`config.mk`:
```
export PLATFORM = sky130hd
export DESIGN_NAME = pkt_commit_buf
export DESIGN_NICKNAME = d
export VERILOG_FILES = /design/src/rtl/pcb_pkg.sv /design/src/rtl/pcb_reg_buf.sv /design/src/rtl/pcb_pred_buf.sv /design/src/rtl/pcb_branch.sv /design/src/rtl/pcb_store_slots.sv /design/src/rtl/pkt_commit_buf.sv
export SDC_FILE = /design/constraint.sdc
export NUM_CORES = 2
export LEC_CHECK = 0
export ABC_AREA = 1
export BUFFER_PORTS_ARGS = -buffer_cell sky130_fd_sc_hd__buf_4
export CAP_MARGIN = 30
export CORE_AREA = 2 2 345 347
export DETAILED_ROUTE_END_ITERATION = 16
export DIE_AREA = 0 0 347 349
export PLACE_DENSITY = 0.73
export SYNTH_ARGS = -nofsm -noshare
export SYNTH_HDL_FRONTEND = slang
export SYNTH_SLANG_ARGS = --single-unit
```
`constraint.sdc`:
```
create_clock -name clk -period 4.3 [get_ports clk]
set_clock_uncertainty 0.05 [all_clocks]
set_input_delay 0 -clock clk [delete_from_list [all_inputs] [get_ports clk]]
set_output_delay 0 -clock clk [all_outputs]
set_load 0.1 [all_outputs]
```
`src/rtl/pcb_pkg.sv`:
```
// Shared constants, phase encoding and store helpers for the packet
// commit buffer. Assumes two store slots and byte-count width codes.
package pcb_pkg;

    localparam int PRED_W    = 8;
    localparam int ST_DATA_W = 64;
    localparam int WID_W     = 4;
    localparam int NUM_SLOTS = 2;

    typedef enum logic [2:0] {
        PH_COLLECT = 3'd0,
        PH_REGS    = 3'd1,
        PH_ST0     = 3'd2,
        PH_ST1     = 3'd3,
        PH_FIN     = 3'd4
    } phase_t;

    // True for the four legal byte counts.
    function automatic logic width_ok(input logic [WID_W-1:0] w);
        return (w == 4'd1) || (w == 4'd2) || (w == 4'd4) || (w == 4'd8);
    endfunction

    // Zero the data bits above the store width.
    function automatic logic [ST_DATA_W-1:0] mask_data(input logic [WID_W-1:0] w,
                                                       input logic [ST_DATA_W-1:0] d);
        case (w)
            4'd1:    return {56'b0, d[7:0]};
            4'd2:    return {48'b0, d[15:0]};
            4'd4:    return {32'b0, d[31:0]};
            default: return d;
        endcase
    endfunction

endpackage

```
`src/rtl/pcb_reg_buf.sv`:
```
// Pending register writes of one packet. Holds one value and one written
// flag per register; repeated writes overwrite. During drain, emits the
// lowest pending index each cycle and clears its flag.
// Assumes NUM_REGS is a power of two. Value storage is not reset; only
// the flags are.
module pcb_reg_buf #(
    parameter int NUM_REGS = 32,
    parameter int REG_W    = 32,
    localparam int IDX_W   = $clog2(NUM_REGS)
) (
    input  logic             clk,
    input  logic             rst_n,
    input  logic             collect,
    input  logic             pkt_start,
    input  logic             wr_en,
    input  logic [IDX_W-1:0] wr_idx,
    input  logic [REG_W-1:0] wr_val,
    input  logic             drain_en,
    output logic             pending,
    output logic             cm_en,
    output logic [IDX_W-1:0] cm_idx,
    output logic [REG_W-1:0] cm_val
);

    logic [NUM_REGS-1:0] written_q;
    logic [REG_W-1:0]    val_q [NUM_REGS];
    logic [IDX_W-1:0]    low_idx;

    assign pending = |written_q;

    // Find the lowest-numbered register still waiting to commit.
    always_comb begin
        low_idx = '0;
        for (int i = NUM_REGS - 1; i >= 0; i--) begin
            if (written_q[i]) low_idx = IDX_W'(i);
        end
    end

    // Capture values; a write in the start cycle belongs to the new packet.
    always_ff @(posedge clk) begin
        if (collect && wr_en) val_q[wr_idx] <= wr_val;
    end

    // Track written flags and drain one register per cycle.
    always_ff @(posedge clk) begin
        if (!rst_n) begin
            written_q <= '0;
            cm_en     <= 1'b0;
            cm_idx    <= '0;
            cm_val    <= '0;
        end else begin
            cm_en <= 1'b0;
            if (collect && pkt_start) written_q <= '0;
            if (collect && wr_en) written_q[wr_idx] <= 1'b1;
            if (drain_en && pending) begin
                cm_en              <= 1'b1;
                cm_idx             <= low_idx;
                cm_val             <= val_q[low_idx];
                written_q[low_idx] <= 1'b0;
            end
        end
    end

endmodule

```
`src/rtl/pcb_pred_buf.sv`:
```
// Pending predicate writes. The first write in a packet loads the low
// byte; later writes AND into it. On the final commit cycle the written
// mask and all pending bytes are presented for one cycle.
module pcb_pred_buf
    import pcb_pkg::*;
#(
    parameter int NUM_PREDS = 4,
    parameter int REG_W     = 32,
    localparam int PIDX_W   = (NUM_PREDS > 1) ? $clog2(NUM_PREDS) : 1
) (
    input  logic                        clk,
    input  logic                        rst_n,
    input  logic                        collect,
    input  logic                        pkt_start,
    input  logic                        wr_en,
    input  logic [PIDX_W-1:0]           wr_idx,
    input  logic [REG_W-1:0]            wr_val,
    input  logic                        fin,
    output logic [NUM_PREDS-1:0]        cm_en,
    output logic [NUM_PREDS*PRED_W-1:0] cm_val
);

    logic [NUM_PREDS-1:0]        written;
    logic [NUM_PREDS*PRED_W-1:0] pend_flat;
    logic [PRED_W-1:0]           new_byte;
    logic [REG_W-PRED_W-1:0]     unused_hi;

    assign new_byte  = wr_val[PRED_W-1:0];
    assign unused_hi = wr_val[REG_W-1:PRED_W];

    for (genvar p = 0; p < NUM_PREDS; p++) begin : g_pred
        logic              wr_q;
        logic [PRED_W-1:0] byte_q;
        logic              hit;
        logic              first;

        assign hit   = collect && wr_en && (wr_idx == PIDX_W'(p));
        assign first = !wr_q || pkt_start;

        // Load on first write of the packet, AND on every later one.
        always_ff @(posedge clk) begin
            if (!rst_n) begin
                wr_q   <= 1'b0;
                byte_q <= '0;
            end else begin
                if (collect && pkt_start) wr_q <= 1'b0;
                if (hit) begin
                    wr_q   <= 1'b1;
                    byte_q <= first ? new_byte : (byte_q & new_byte);
                end
            end
        end

        assign written[p]                    = wr_q;
        assign pend_flat[p*PRED_W +: PRED_W] = byte_q;
    end

    // Present the predicate results on the final commit cycle.
    always_ff @(posedge clk) begin
        if (!rst_n) begin
            cm_en  <= '0;
            cm_val <= '0;
        end else begin
            cm_en <= fin ? written : '0;
            if (fin) cm_val <= pend_flat;
        end
    end

endmodule

```
`src/rtl/pcb_branch.sv`:
```
// Next-PC selection for one packet. Latches the packet address and length
// at start and keeps the first aligned branch target. A misaligned target
// seen before any taken branch raises a flag and is dropped.
module pcb_branch #(
    parameter int PC_W  = 32,
    parameter int LEN_W = 5
) (
    input  logic             clk,
    input  logic             rst_n,
    input  logic             collect,
    input  logic             pkt_start,
    input  logic [PC_W-1:0]  pkt_pc,
    input  logic [LEN_W-1:0] pkt_len,
    input  logic             br_req,
    input  logic [PC_W-1:0]  br_target,
    input  logic             fin,
    output logic             pc_valid,
    output logic [PC_W-1:0]  next_pc,
    output logic             br_misalign
);

    logic            taken_q;
    logic [PC_W-1:0] target_q;
    logic [PC_W-1:0] base_q;
    logic [PC_W-1:0] len_q;
    logic            req_live;

    assign req_live = collect && br_req && (!taken_q || pkt_start);

    // Record packet origin and the first accepted branch.
    always_ff @(posedge clk) begin
        if (!rst_n) begin
            taken_q     <= 1'b0;
            target_q    <= '0;
            base_q      <= '0;
            len_q       <= '0;
            br_misalign <= 1'b0;
        end else begin
            if (collect && pkt_start) begin
                taken_q     <= 1'b0;
                br_misalign <= 1'b0;
                base_q      <= pkt_pc;
                len_q       <= PC_W'(pkt_len);
            end
            if (req_live) begin
                if (br_target[1:0] != 2'b00) begin
                    br_misalign <= 1'b1;
                end else begin
                    taken_q  <= 1'b1;
                    target_q <= br_target;
                end
            end
        end
    end

    // Publish the next PC on the final commit cycle.
    always_ff @(posedge clk) begin
        if (!rst_n) begin
            pc_valid <= 1'b0;
            next_pc  <= '0;
        end else begin
            pc_valid <= fin;
            if (fin) next_pc <= taken_q ? target_q : (base_q + len_q);
        end
    end

endmodule

```
`src/rtl/pcb_store_slots.sv`:
```
// Two store slots with cancel tracking and the single memory store port.
// A slot-0 load facing a live slot-1 store sends that store first; the
// load is granted on a later cycle. At commit the controller names a slot
// per cycle and the slot goes out unless empty, cancelled or already sent.
// Assumes ld_req is held until ld_grant.
module pcb_store_slots
    import pcb_pkg::*;
#(
    parameter int ADDR_W = 32
) (
    input  logic                 clk,
    input  logic                 rst_n,
    input  logic                 collect,
    input  logic                 pkt_start,
    input  logic                 st_wr_en,
    input  logic                 st_wr_slot,
    input  logic [ADDR_W-1:0]    st_wr_addr,
    input  logic [WID_W-1:0]     st_wr_width,
    input  logic [ST_DATA_W-1:0] st_wr_data,
    input  logic [NUM_SLOTS-1:0] cancel_in,
    input  logic                 ld_req,
    input  logic                 ld_slot,
    input  logic                 issue_en,
    input  logic                 issue_slot,
    output logic                 ld_grant,
    output logic                 width_err,
    output logic                 mem_st_valid,
    output logic                 mem_st_slot,
    output logic [ADDR_W-1:0]    mem_st_addr,
    output logic [WID_W-1:0]     mem_st_width,
    output logic [ST_DATA_W-1:0] mem_st_data
);

    logic [NUM_SLOTS-1:0] slot_valid;
    logic [NUM_SLOTS-1:0] slot_cancel;
    logic [NUM_SLOTS-1:0] slot_sent;
    logic [ADDR_W-1:0]    slot_addr  [NUM_SLOTS];
    logic [WID_W-1:0]     slot_width [NUM_SLOTS];
    logic [ST_DATA_W-1:0] slot_data  [NUM_SLOTS];
    logic [NUM_SLOTS-1:0] cancel_now;
    logic                 early_go;
    logic                 commit_go;
    logic                 go;
    logic                 go_slot;
    logic                 bad_width;

    assign cancel_now = slot_cancel | (collect ? cancel_in : '0);
    assign early_go   = collect && ld_req && !ld_slot && slot_valid[1]
                        && !cancel_now[1] && !slot_sent[1];
    assign commit_go  = issue_en && slot_valid[issue_slot]
                        && !slot_cancel[issue_slot] && !slot_sent[issue_slot];
    assign go         = early_go || commit_go;
    assign go_slot    = early_go ? 1'b1 : issue_slot;
    assign bad_width  = collect && st_wr_en && !width_ok(st_wr_width);

    for (genvar s = 0; s < NUM_SLOTS; s++) begin : g_slot
        logic                 v_q;
        logic                 c_q;
        logic                 sent_q;
        logic [ADDR_W-1:0]    a_q;
        logic [WID_W-1:0]     w_q;
        logic [ST_DATA_W-1:0] d_q;
        logic                 accept;

        assign accept = collect && st_wr_en && (st_wr_slot == 1'(s))
                        && width_ok(st_wr_width);

        // Slot contents, cancel and sent state for one packet.
        always_ff @(posedge clk) begin
            if (!rst_n) begin
                v_q    <= 1'b0;
                c_q    <= 1'b0;
                sent_q <= 1'b0;
                a_q    <= '0;
                w_q    <= '0;
                d_q    <= '0;
            end else begin
                if (collect && pkt_start) begin
                    v_q    <= 1'b0;
                    c_q    <= 1'b0;
                    sent_q <= 1'b0;
                end
                if (collect && cancel_in[s]) c_q <= 1'b1;
                if (go && (go_slot == 1'(s))) sent_q <= 1'b1;
                if (accept) begin
                    v_q    <= 1'b1;
                    sent_q <= 1'b0;
                    a_q    <= st_wr_addr;
                    w_q    <= st_wr_width;
                    d_q    <= st_wr_data;
                end
            end
        end

        assign slot_valid[s]  = v_q;
        assign slot_cancel[s] = c_q;
        assign slot_sent[s]   = sent_q;
        assign slot_addr[s]   = a_q;
        assign slot_width[s]  = w_q;
        assign slot_data[s]   = d_q;
    end

    // Packet-scoped illegal width flag.
    always_ff @(posedge clk) begin
        if (!rst_n) begin
            width_err <= 1'b0;
        end else begin
            if (collect && pkt_start) width_err <= 1'b0;
            if (bad_width) width_err <= 1'b1;
        end
    end

    // Memory store port and load grant.
    always_ff @(posedge clk) begin
        if (!rst_n) begin
            mem_st_valid <= 1'b0;
            mem_st_slot  <= 1'b0;
            mem_st_addr  <= '0;
            mem_st_width <= '0;
            mem_st_data  <= '0;
            ld_grant     <= 1'b0;
        end else begin
            mem_st_valid <= go;
            ld_grant     <= collect && ld_req && !early_go;
            if (go) begin
                mem_st_slot  <= go_slot;
                mem_st_addr  <= slot_addr[go_slot];
                mem_st_width <= slot_width[go_slot];
                mem_st_data  <= mask_data(slot_width[go_slot], slot_data[go_slot]);
            end
        end
    end

endmodule

```
`src/rtl/pkt_commit_buf.sv`:
```
// Packet commit buffer top. Collects side effects while in the collect
// phase, then on pkt_end steps through: drain registers, slot-0 store,
// slot-1 store, final cycle (predicates and next PC). Inputs other than
// the load handshake are ignored outside the collect phase; callers are
// expected not to start a new packet before pc_valid.
module pkt_commit_buf
    import pcb_pkg::*;
#(
    parameter int NUM_REGS  = 32,
    parameter int REG_W     = 32,
    parameter int NUM_PREDS = 4,
    parameter int ADDR_W    = 32,
    parameter int PC_W      = 32,
    parameter int LEN_W     = 5,
    localparam int IDX_W    = $clog2(NUM_REGS),
    localparam int PIDX_W   = (NUM_PREDS > 1) ? $clog2(NUM_PREDS) : 1
) (
    input  logic                        clk,
    input  logic                        rst_n,
    input  logic                        pkt_start,
    input  logic [PC_W-1:0]             pkt_pc,
    input  logic [LEN_W-1:0]            pkt_len,
    input  logic                        pkt_end,
    input  logic                        reg_wr_en,
    input  logic [IDX_W-1:0]            reg_wr_idx,
    input  logic [REG_W-1:0]            reg_wr_val,
    input  logic                        pred_wr_en,
    input  logic [PIDX_W-1:0]           pred_wr_idx,
    input  logic [REG_W-1:0]            pred_wr_val,
    input  logic                        br_req,
    input  logic [PC_W-1:0]             br_target,
    input  logic                        st_wr_en,
    input  logic                        st_wr_slot,
    input  logic [ADDR_W-1:0]           st_wr_addr,
    input  logic [WID_W-1:0]            st_wr_width,
    input  logic [ST_DATA_W-1:0]        st_wr_data,
    input  logic [NUM_SLOTS-1:0]        cancel_in,
    input  logic                        ld_req,
    input  logic                        ld_slot,
    output logic                        ld_grant,
    output logic                        reg_cm_en,
    output logic [IDX_W-1:0]            reg_cm_idx,
    output logic [REG_W-1:0]            reg_cm_val,
    output logic [NUM_PREDS-1:0]        pred_cm_en,
    output logic [NUM_PREDS*PRED_W-1:0] pred_cm_val,
    output logic                        pc_valid,
    output logic [PC_W-1:0]             next_pc,
    output logic                        br_misalign,
    output logic                        st_width_err,
    output logic                        mem_st_valid,
    output logic                        mem_st_slot,
    output logic [ADDR_W-1:0]           mem_st_addr,
    output logic [WID_W-1:0]            mem_st_width,
    output logic [ST_DATA_W-1:0]        mem_st_data
);

    phase_t phase_q;
    logic   collect;
    logic   drain_en;
    logic   issue_en;
    logic   issue_slot;
    logic   fin;
    logic   reg_pending;

    assign collect    = (phase_q == PH_COLLECT);
    assign drain_en   = (phase_q == PH_REGS);
    assign issue_en   = (phase_q == PH_ST0) || (phase_q == PH_ST1);
    assign issue_slot = (phase_q == PH_ST1);
    assign fin        = (phase_q == PH_FIN);

    // Commit sequencer: collect -> registers -> slot 0 -> slot 1 -> final.
    always_ff @(posedge clk) begin
        if (!rst_n) begin
            phase_q <= PH_COLLECT;
        end else begin
            case (phase_q)
                PH_COLLECT: if (pkt_end) phase_q <= PH_REGS;
                PH_REGS:    if (!reg_pending) phase_q <= PH_ST0;
                PH_ST0:     phase_q <= PH_ST1;
                PH_ST1:     phase_q <= PH_FIN;
                default:    phase_q <= PH_COLLECT;
            endcase
        end
    end

    pcb_reg_buf #(
        .NUM_REGS (NUM_REGS),
        .REG_W    (REG_W)
    ) u_regs (
        .clk       (clk),
        .rst_n     (rst_n),
        .collect   (collect),
        .pkt_start (pkt_start),
        .wr_en     (reg_wr_en),
        .wr_idx    (reg_wr_idx),
        .wr_val    (reg_wr_val),
        .drain_en  (drain_en),
        .pending   (reg_pending),
        .cm_en     (reg_cm_en),
        .cm_idx    (reg_cm_idx),
        .cm_val    (reg_cm_val)
    );

    pcb_pred_buf #(
        .NUM_PREDS (NUM_PREDS),
        .REG_W     (REG_W)
    ) u_preds (
        .clk       (clk),
        .rst_n     (rst_n),
        .collect   (collect),
        .pkt_start (pkt_start),
        .wr_en     (pred_wr_en),
        .wr_idx    (pred_wr_idx),
        .wr_val    (pred_wr_val),
        .fin       (fin),
        .cm_en     (pred_cm_en),
        .cm_val    (pred_cm_val)
    );

    pcb_branch #(
        .PC_W  (PC_W),
        .LEN_W (LEN_W)
    ) u_branch (
        .clk         (clk),
        .rst_n       (rst_n),
        .collect     (collect),
        .pkt_start   (pkt_start),
        .pkt_pc      (pkt_pc),
        .pkt_len     (pkt_len),
        .br_req      (br_req),
        .br_target   (br_target),
        .fin         (fin),
        .pc_valid    (pc_valid),
        .next_pc     (next_pc),
        .br_misalign (br_misalign)
    );

    pcb_store_slots #(
        .ADDR_W (ADDR_W)
    ) u_stores (
        .clk          (clk),
        .rst_n        (rst_n),
        .collect      (collect),
        .pkt_start    (pkt_start),
        .st_wr_en     (st_wr_en),
        .st_wr_slot   (st_wr_slot),
        .st_wr_addr   (st_wr_addr),
        .st_wr_width  (st_wr_width),
        .st_wr_data   (st_wr_data),
        .cancel_in    (cancel_in),
        .ld_req       (ld_req),
        .ld_slot      (ld_slot),
        .issue_en     (issue_en),
        .issue_slot   (issue_slot),
        .ld_grant     (ld_grant),
        .width_err    (st_width_err),
        .mem_st_valid (mem_st_valid),
        .mem_st_slot  (mem_st_slot),
        .mem_st_addr  (mem_st_addr),
        .mem_st_width (mem_st_width),
        .mem_st_data  (mem_st_data)
    );

endmodule

```
==> impl_results.md <==
* Arrival time at the worst endpoint at 4600 ps
* Die Height at 349 µm
* Post-Syn Area at 0.0640 mm²
* Vias in the first global route at 50274
* Global-route wire length before repair at 304 mm
* Filler cells at 8411
* FF-to-FF Start: u_regs.written_q[31]$_SDFF_PN0_
* Max Slew Vio Count at 0
* Largest net degree at the start of global routing at 195
* Crit path time final at 3950 ps
* Num ports at 465
* R2R cell count at 38
* Final worst-path setup slack at 352 ps
* Slowest CP cell: buf_4
* Vias per cell at 5.93
* Average routed wire per standard cell at 23.1 µm
* Async SR Flop Fraction at 0%
* Detailed Place HPWL at 107 mm
* Post-Synthesis Cells at 6490
* Final Hold Viols at 0
* Worst Setup End Kind: register
* Nets at 7438
* Clock latency on the worst-skew pair at 780 ps
* Sum Neg Setup Slack at 0 ps
* CTS clk-pin slew, worst paths at 60 ps
* Hold WC Path Type: in2reg
* CORE AREA at 0.117 mm²
* Die area at 0.121 mm²
* Synth cell types at 47
* RePlAce Congestion at 0.852
* Setup WS pre-CTS at 467 ps
* Hold EP: u_stores.g_slot[0].d_q[34]$_SDFFE_PN0P_
* Antenna-violating nets left at 0
* Max incr delay on CP at 480 ps
* Seq cells post-synth at 1583
* Clock tree buffer depth at 3
* Syn_area_per_cell at 9.86 µm²
* Least-Margin Pin Slew at 1040 ps
* Most frequent cell after synthesis: edfxtp_1
* Synth cell count leaders: edfxtp_1, nor2_1, nand2_1
* Largest area contributor in the netlist: edfxtp_1
* Total gr overflow at 0
* RSZ-0062 raised after global routing: no
* Hold Crit Start: st_wr_data[34]
* # rows at 126
* Startpoint Class: register
* Setup CP Type: reg2reg
* Synthesis-to-finish area growth at 22.8%
* Area of the multi-input gates at 0.0182 mm²
* Critical-path maximum fanout at 103
* Total wire length at 205 mm
* PortBufs at 440
* Via count at 52546
* Pwr dens at 465 mW/mm²
* Gr usage total at 33.0%
* Number of synthesized flops with an enable pin at 1024
* Worst Path Required at 4960 ps
* Syn Nets at 6749
* Worst R2R Setup Slack at 350 ps
* Maxcap violations at 0
* Hold Crit Depth at 4
* Seq/Total Area, Yosys at 65.5%
* Synth Warn # at 0
* TritonCTS Buffers at 160
* FF-to-FF End: u_regs.cm_val[26]$_SDFFE_PN0P_
* Fraction of layout cells with a size suffix above 1 at 12.1%
* Leak pwr at 30.5 nW
* Remaining DRCs at 0
* Root buf cell: clkbuf_16
* DR pass1 iterations at 8
* Status: completed
* Total Power at 36.5 mW
* Most used cell, CP: nand2_1
* Final Util at 66.9%
* Final worst-path cycle share at 91.8%
* Main area contributors after synthesis: edfxtp_1, dfxtp_1, nand3_1
* Ys flop type: edfxtp_1
* Area post-placement at 0.0694 mm²
* Starting DRC count in detailed routing at 6515
* Fmax at 253 MHz
* Initial Util at 54.5%
* Final count of negative-setup-slack endpoints at 0
* Worst VDD drop at 0.000415 V
* Worst setup path startpoint: u_regs.written_q[31]$_SDFF_PN0_
* Worst slew margin at 30.9%
* Finished Cell Area at 0.0786 mm²
* Top-area cell type share of the netlist area at 48.0%
* Initial antenna violation count at 20
* Die W at 347 µm
* Sequential cell area at 0.0419 mm²
* Sink Count at 1583
* CTS tree: built
* H-tree depth at 4
-- worst max-delay path by stage --
stage                                     endpoint  slack (ps)
floorplan            u_regs.val_q[24][0]$_DFFE_PP_        1130
global placement    u_regs.cm_val[26]$_SDFFE_PN0P_         480
detailed placement  u_regs.cm_val[21]$_SDFFE_PN0P_         470
CTS                 u_regs.cm_val[26]$_SDFFE_PN0P_         410
global route        u_regs.cm_val[26]$_SDFFE_PN0P_          10
finish              u_regs.cm_val[26]$_SDFFE_PN0P_         350
-- routing by layer --
| metal | up-vias | share of wire [%] | track usage [%] |
|---|---|---|---|
| li1 | 23553 | - | - |
| met1 | 24928 | 36 | 42.6 |
| met2 | 3391 | 46 | 51.7 |
| met3 | 670 | 12 | 7.03 |
| met4 | 4 | 6.1 | 19.3 |
| met5 | - | 0.011 | 0 |
-- report_power, final --
group	internal [mW]	switching (mW)
sequential	16.6	0.226
combinational	1.73	4.08
clock	7.99	5.94
-- layout make-up --
cell class | count | share of cell area (%)
clock inverter | 63 | 0.936
clock buffer | 229 | 5.76
sequential | 1583 | 53.3
multi-input combinational | 3820 | 23.2
timing repair buffer | 960 | 11.1
antenna | 18 | 0.0573
inverter | 654 | 3.15
tap | 1536 | 2.44
-- state kept, by name, summed over array words and instances, names as in the netlist, 64 cells and up --
register	count
u_stores.g_slot.a_q	64
u_regs.val_q	1024
u_stores.g_slot.d_q	128
u_stores.mem_st_data	64
-- metrics by stage --
step                hold WS (ps)  instances
floorplan                   48.9       6490
global placement             181       8158
detailed placement           183       8162
CTS                        0.227       8844
global route                24.6       8860
finish                      17.9       8863
-- cell families (layout without fill, tap and decap cells) --
group / after synthesis / in the layout / share of synthesized area (%)
adders and majority gates: 6 / 6 / 0.129
and+or+nand+nor: 2861 / 2861 / 19.7
buffers and inverters: 1087 / 1906 / 6.61
xor gates and xnor gates: 24 / 24 / 0.328
other: 0 / 18 / 0
AOI/OAI and AO/OA: 929 / 929 / 7.77
DFF: 1583 / 1583 / 65.5
-- worst max-delay path, delay by kind of cell, from the launching register on --
family | cells | cell delay, ps
flops | 1 | 370
buf+inv | 2 | 930
simple gates | 36 | 2430
-- repair_timing --
item	in CTS	in global routing
setup endpoints to repair	0	0
gates resized for setup	0	0
hold buffers	390	0
setup buffers	0	0
endpoints found under the hold margin	1409	0
-- cells in the final DEF (no fill, tap or decap), types with 17 or more instances in the layout --
master and n:
edfxtp_1 1024, nor2_1 888, nand2_1 818, nand3_1 803
inv_1 640, dfxtp_1 558, buf_4 526, o21ai_0 472
dlygate4sd3_1 390, a21oi_1 325, nand4_1 263, clkbuf_16 161
o211ai_1 53, clkbuf_1 42, buf_12 39, nor2_4 38
a221oi_1 32, o22ai_1 31, clkinv_2 24, clkbuf_8 24
xor2_1 23, nor3_1 19, diode_2 18, clkinv_1 17
No activity file was read; power rests on OpenSTA's default activity.
